File: src/rtl/corr_pkg.sv
package corr_pkg;

  typedef enum logic {
    WM_UNIPOLAR = 1'b0,
    WM_BIPOLAR  = 1'b1
  } weight_mode_e;

  typedef enum logic [1:0] {
    TW_ZERO  = 2'b00,
    TW_PLUS  = 2'b01,
    TW_MINUS = 2'b11
  } tap_weight_e;

  function automatic tap_weight_e weight_for(input logic code_bit, input weight_mode_e mode);
    if (code_bit) return TW_PLUS;
    if (mode == WM_BIPOLAR) return TW_MINUS;
    return TW_ZERO;
  endfunction

endpackage

File: src/rtl/corr_index_ring.sv
module corr_index_ring #(
  parameter int N_TAPS = 7
) (
  input  logic              clk,
  input  logic              rst,
  input  logic              adv,
  output logic [N_TAPS-1:0] idx_q,
  output logic [N_TAPS-1:0] idx_d
);

  localparam logic [N_TAPS-1:0] IDX_HOME = N_TAPS'(1);

  always_comb begin
    if (adv) idx_d = {idx_q[N_TAPS-2:0], idx_q[N_TAPS-1]};
    else     idx_d = idx_q;
  end

  always_ff @(posedge clk) begin
    if (rst) idx_q <= IDX_HOME;
    else     idx_q <= idx_d;
  end

endmodule

File: src/rtl/corr_code_ring.sv
module corr_code_ring #(
  parameter int N_TAPS = 7
) (
  input  logic              clk,
  input  logic              rst,
  input  logic              adv,
  input  logic              load,
  input  logic [N_TAPS-1:0] load_word,
  output logic [N_TAPS-1:0] code_q,
  output logic [N_TAPS-1:0] code_d
);

  always_comb begin
    if (load)     code_d = load_word;
    else if (adv) code_d = {code_q[N_TAPS-2:0], code_q[N_TAPS-1]};
    else          code_d = code_q;
  end

  always_ff @(posedge clk) begin
    if (rst) code_q <= '0;
    else     code_q <= code_d;
  end

endmodule

File: src/rtl/corr_sample_bank.sv
module corr_sample_bank #(
  parameter int N_TAPS   = 7,
  parameter int SAMPLE_W = 8
) (
  input  logic                         clk,
  input  logic                         rst,
  input  logic                         wr_en,
  input  logic [N_TAPS-1:0]            sel,
  input  logic signed [SAMPLE_W-1:0]   din,
  output logic [N_TAPS*SAMPLE_W-1:0]   samp_q,
  output logic [N_TAPS*SAMPLE_W-1:0]   samp_d
);

  for (genvar k = 0; k < N_TAPS; k++) begin : g_slot
    logic signed [SAMPLE_W-1:0] slot_q;
    logic signed [SAMPLE_W-1:0] slot_d;

    always_comb begin
      if (wr_en && sel[k]) slot_d = din;
      else                 slot_d = slot_q;
    end

    always_ff @(posedge clk) begin
      if (rst) slot_q <= '0;
      else     slot_q <= slot_d;
    end

    assign samp_q[k*SAMPLE_W +: SAMPLE_W] = slot_q;
    assign samp_d[k*SAMPLE_W +: SAMPLE_W] = slot_d;
  end

endmodule

File: src/rtl/corr_tap_sum.sv
module corr_tap_sum #(
  parameter int N_TAPS   = 7,
  parameter int SAMPLE_W = 8,
  parameter int SUM_W    = 12
) (
  input  logic [N_TAPS*SAMPLE_W-1:0]  samples,
  input  logic [N_TAPS-1:0]           code,
  input  corr_pkg::weight_mode_e      mode,
  output logic signed [SUM_W-1:0]     sum
);

  localparam int EXT_W = SUM_W - SAMPLE_W;

  logic signed [SUM_W-1:0] term [N_TAPS];

  for (genvar k = 0; k < N_TAPS; k++) begin : g_tap
    logic [SAMPLE_W-1:0]     raw;
    logic signed [SUM_W-1:0] ext;

    assign raw = samples[k*SAMPLE_W +: SAMPLE_W];
    assign ext = {{EXT_W{raw[SAMPLE_W-1]}}, raw};

    always_comb begin
      unique case (corr_pkg::weight_for(code[k], mode))
        corr_pkg::TW_PLUS:  term[k] = ext;
        corr_pkg::TW_MINUS: term[k] = -ext;
        default:            term[k] = '0;
      endcase
    end
  end

  always_comb begin
    sum = '0;
    for (int k = 0; k < N_TAPS; k++) sum = sum + term[k];
  end

endmodule

File: src/rtl/sliding_correlator.sv
module sliding_correlator #(
  parameter int  N_TAPS   = 7,
  parameter int  SAMPLE_W = 8,
  localparam int SUM_W    = SAMPLE_W + $clog2(N_TAPS) + 1
) (
  input  logic                       clk,
  input  logic                       rst,
  input  logic                       smp_valid,
  input  logic signed [SAMPLE_W-1:0] smp_data,
  input  logic                       code_load,
  input  logic [N_TAPS-1:0]          code_word,
  input  logic                       bipolar_mode,
  input  logic [SUM_W-2:0]           peak_thresh,
  output logic signed [SUM_W-1:0]    corr_sum,
  output logic                       corr_valid,
  output logic                       peak_valid,
  output logic                       data_bit
);

  logic [N_TAPS-1:0]          idx_q;
  logic [N_TAPS-1:0]          idx_d;
  logic [N_TAPS-1:0]          code_q;
  logic [N_TAPS-1:0]          code_d;
  logic [N_TAPS*SAMPLE_W-1:0] samp_q;
  logic [N_TAPS*SAMPLE_W-1:0] samp_d;
  logic signed [SUM_W-1:0]    sum_d;
  logic [SUM_W-1:0]           mag_full;
  logic [SUM_W-2:0]           mag_d;

  corr_index_ring #(.N_TAPS(N_TAPS)) u_index (
    .clk   (clk),
    .rst   (rst),
    .adv   (smp_valid),
    .idx_q (idx_q),
    .idx_d (idx_d)
  );

  corr_code_ring #(.N_TAPS(N_TAPS)) u_code (
    .clk       (clk),
    .rst       (rst),
    .adv       (smp_valid),
    .load      (code_load),
    .load_word (code_word),
    .code_q    (code_q),
    .code_d    (code_d)
  );

  corr_sample_bank #(.N_TAPS(N_TAPS), .SAMPLE_W(SAMPLE_W)) u_bank (
    .clk    (clk),
    .rst    (rst),
    .wr_en  (smp_valid),
    .sel    (idx_q),
    .din    (smp_data),
    .samp_q (samp_q),
    .samp_d (samp_d)
  );

  corr_tap_sum #(.N_TAPS(N_TAPS), .SAMPLE_W(SAMPLE_W), .SUM_W(SUM_W)) u_sum (
    .samples (samp_d),
    .code    (code_d),
    .mode    (corr_pkg::weight_mode_e'(bipolar_mode)),
    .sum     (sum_d)
  );

  always_comb begin
    mag_full = sum_d[SUM_W-1] ? -sum_d : sum_d;
    mag_d    = mag_full[SUM_W-2:0];
  end

  always_ff @(posedge clk) begin
    if (rst) begin
      corr_sum   <= '0;
      corr_valid <= 1'b0;
      peak_valid <= 1'b0;
      data_bit   <= 1'b0;
    end else begin
      corr_sum   <= sum_d;
      corr_valid <= smp_valid;
      peak_valid <= (mag_d > peak_thresh);
      data_bit   <= !sum_d[SUM_W-1] && (sum_d != '0);
    end
  end

endmodule

File: config.mk
export PLATFORM = sky130hd
export DESIGN_NAME = sliding_correlator
export DESIGN_NICKNAME = d
export VERILOG_FILES = /design/src/rtl/corr_pkg.sv /design/src/rtl/corr_index_ring.sv /design/src/rtl/corr_code_ring.sv /design/src/rtl/corr_sample_bank.sv /design/src/rtl/corr_tap_sum.sv /design/src/rtl/sliding_correlator.sv
export SDC_FILE = /design/constraint.sdc
export NUM_CORES = 1
export LEC_CHECK = 0
export BUFFER_PORTS_ARGS = -buffer_cell sky130_fd_sc_hd__buf_2
export CAP_MARGIN = 20
export CORE_MARGIN = 2
export CORE_UTILIZATION = 55
export CTS_CLUSTER_SIZE = 40
export DETAILED_ROUTE_END_ITERATION = 7
export PLACE_DENSITY_LB_ADDON = 0.3
export RECOVER_POWER = 50
export REMOVE_ABC_BUFFERS = 1
export SLEW_MARGIN = 40
export SYNTH_ARGS = -nofsm -noshare
export SYNTH_HDL_FRONTEND = slang
export SYNTH_SLANG_ARGS = --single-unit
File: constraint.sdc
create_clock -name clk -period 10.9 [get_ports clk]
set_input_delay 0.545 -clock clk [delete_from_list [all_inputs] [get_ports clk]]
set_output_delay 0.545 -clock clk [all_outputs]
set_load 0.01 [all_outputs]
==> summary.md <==
| Metric | Value |
|---|---|
| Setup crit end kind | `flop` |
| Netlist area before placement | `7140 µm²` |
| Worst path max stage delay | `730 ps` |
| Most common cell after layout, fill and taps aside | `nor2_1` |
| Pre-CTS worst setup slack | `1680 ps` |
| Post-Synthesis Mean Instance Area | `8.64 µm²` |
| Net count reported at finish | `958` |
| Static Leakage | `3.88 nW` |
| Combinational Power Share | `41.8%` |
| Endpoint of the worst setup timing path | `peak_valid$_SDFF_PP0_` |
| TritonCTS Buffers | `9` |
| Layout Area Growth over Synthesis | `7.22%` |
| Hold Crit Class | `flop to flop` |
| First element of the critical path | `smp_valid` |
| Share of Yosys cell area claimed by the top area cell type | `23.8%` |
| Number of instances resized during post-cts repair | `0` |
| Hold Fails Final Rpt | `0` |
| RSZ-0062 raised after global routing | `false` |
| # port buffers | `45` |
| Top area cells in the synthesized netlist | `dfxtp_1 24%, fa_1 15%, mux2i_1 9.3%` |
| Instance area at placement | `7410 µm²` |
| Global-route wire length before repair | `28,300 µm` |
| Reg clk slew, reported paths | `60 ps` |
| RePlAce Congestion | `0.912` |
| Power per cell area | `145 nW/µm²` |
| Number of core rows | `41` |
| Clock latency on the worst-skew pair | `350 ps` |
| Count of hold buffers inserted by post-cts repair | `0` |
| Count of flip-flops with a built-in enable after synthesis | `0` |
| Total routed wirelength | `17,000 µm` |
| Yosys synthesis warning count | `0` |
| Post-DP HPWL | `12,900 µm` |
| Dominant cell type by area after synthesis | `dfxtp_1` |
| Startpoint of the worst-slack reg-to-reg timing path | `u_index.idx_q[5]$_SDFFE_PP0P_` |
| Headroom to the max-slew limit | `47.7%` |
| Critical Path Source Type | `input pin` |
| Data arrival time of the worst path | `9290 ps` |
| CTS Sinks | `85` |
| Post-synthesis sequential element count | `85` |
| Post-CTS setup buffer count | `0` |
| Total track usage | `25.3%` |
| Portion of the post-synthesis area used by sequential elements | `23.8%` |
| Switching power of the nets | `0.398 mW` |
| Final core area utilization | `60.4%` |
| Maximum vdd drop | `0.0000851 V` |
| I/O pin total | `46` |
| Worst Tran Pin Value | `783 ps` |
| Min cycle time layout | `9090 ps` |
| Antenna diode count | `0` |
| Total Power Consumption | `1.11 mW` |
| Run status | `finished clean` |
| Critical path fanouts, max | `25` |
| Clock tree from TritonCTS | `yes` |
| Crit path kind | `input pin to flop` |
| Pin count of the biggest net entering global routing | `86` |
| Max Cap Violations | `0` |
| Endpoint of the most critical register-to-register path | `peak_valid$_SDFF_PP0_` |
| Final instance area | `7650 µm²` |
| Drt wl/cell | `16.7 µm` |
| Iter 0 DRT Violations | `596` |
| Worst setup slack for register-to-register paths | `2160 ps` |
| Final TNS setup | `0 ps` |
| Post-route DRC | `0` |
| Antenna-violating nets left | `0` |
| Via/cell ratio | `5.89` |
| Number of levels the H-tree was split into | `3` |
| Fraction of registers with async set/reset | `0%` |
| Max Slew Vio Count | `0` |
| Starting Density | `56.3%` |
| Residual overflow from global routing | `0` |
| Floorplan Core Area | `12,700 µm²` |
| Cell-internal power | `0.714 mW` |
| Final period utilization | `83.4%` |
| Register-to-Register Path Depth | `32` |
| Die height | `118 µm` |
| Via count of the first global-routing pass | `5,703` |
| Power share of the clock group | `27.7%` |
| Syn Inst Count | `826` |
| Slowest library cell on the worst path | `mux2i_1` |
| Routed vias | `5,996` |
| Largest buffer count on any clock path | `2` |
| CTS Root Buffer Type | `clkbuf_16` |
| Highest-count cells in the layout ignoring fill and taps | `134 x nor2_1, 85 x dfxtp_1, 68 x mux2i_1, 68 x inv_1, 52 x fa_1` |
| Count of cell types in the netlist | `60` |
| Die width | `118 µm` |
| Setup WS post-layout | `1810 ps` |
| F_max | `110 MHz` |
| Fraction of power consumed by sequential logic | `30.6%` |
| Ratio of cells with drive above 1 in the final layout | `10.0%` |
| Count of endpoints failing setup in the final report | `0` |
| Clock Skews | `7.41 ps` |
| Proportion of total power due to net switching | `35.8%` |
| Commonest register cell after synthesis | `dfxtp_1` |
| Die area | `13,900 µm²` |
| First-pass DRT Iterations | `5` |
| Number of antenna violations at the first check in global routing | `0` |
| Worst Path Required | `11,090 ps` |
## flip-flops by register name, summed over array words and instances, names as in the netlist
| register | flops |
|---|---|
| data_bit | 1 |
| corr_sum | 12 |
| u_code.code_q | 7 |
| u_index.idx_q | 7 |
| corr_valid | 1 |
| peak_valid | 1 |
| u_bank.g_slot.slot_q | 56 |
## cell families (layout without fill, tap and decap cells)
logic type / count (synthesis) / in the layout / synth area share, %
compound gates: 147 / 147 / 13.2
mux: 96 / 96 / 15.0
simple gates: 279 / 279 / 17.7
buf+inv: 110 / 130 / 6.36
xor+xnor: 25 / 25 / 3.66
fa+ha+maj: 84 / 84 / 20.2
flops: 85 / 85 / 23.8
## power by group through the flow
stage	logic, mW	clock network (mW)	registers, mW
final	0.465	0.308	0.340
after global routing	0.528	0.323	0.342
after CTS	0.470	0.311	0.340
after detailed placement	0.467	0	0.347
after global placement	0.451	0	0.346
after floorplan	0.339	0	0.354
## per-layer routing
metal	wire length [µm]	GRT usage, %
met5	0	0
met2	7860	39.0
met4	498	10.5
met1	7500	35.4
met3	1150	3.83
## worst min path at each step
stage / slack [ps] / from / cells past startpoint / to
after floorplan: 440 / u_index.idx_q[4]$_SDFFE_PP0P_ / 2 / u_index.idx_q[4]$_SDFFE_PP0P_
after global placement: 470 / u_index.idx_q[2]$_SDFFE_PP0P_ / 2 / u_index.idx_q[2]$_SDFFE_PP0P_
after detailed placement: 460 / u_index.idx_q[4]$_SDFFE_PP0P_ / 2 / u_index.idx_q[4]$_SDFFE_PP0P_
after CTS: 470 / u_index.idx_q[4]$_SDFFE_PP0P_ / 2 / u_index.idx_q[4]$_SDFFE_PP0P_
after global routing: 520 / u_index.idx_q[1]$_SDFFE_PP0P_ / 2 / u_index.idx_q[1]$_SDFFE_PP0P_
final: 480 / u_index.idx_q[4]$_SDFFE_PP0P_ / 2 / u_index.idx_q[4]$_SDFFE_PP0P_
## through the flow
stage	std cells	hold slack (ps)
CTS	1018	473
finish	1018	476
global route	1018	522
detailed placement	1004	464
global placement	1004	474
floorplan	784	439
## final cells by class
cell class | count | area, µm²
fillers | 1110 | 5020
multi-input cells | 631 | 4960
flip-flops and latches | 85 | 1700
inverters | 68 | 255
clock buffers | 10 | 239
repair buffers | 48 | 229
well taps | 172 | 215
clock inverters | 4 | 50.0
## synth_stat cells, types with 16 or more instances
library cell  instances
nor2_1              134
dfxtp_1              85
inv_1                68
mux2i_1              66
fa_1                 52
nand2_1              47
nand3_1              43
a21oi_1              39
ha_1                 32
clkbuf_1             29
o22ai_1              25
o21ai_0              24
mux2_2               19
xnor2_1              17
o21a_1               16
## critical path, delay by kind of cell
kind                     cells  cell delay, ps
adder cells (fa/ha/maj)      6            2820
AO/OA/AOI/OAI               15            2530
buffers and inverters        3             510
AND/OR/NAND/NOR              6            1260
multiplexers                 2            1090
XOR/XNOR                     1             550
No activity file was read; power rests on OpenSTA's default activity.
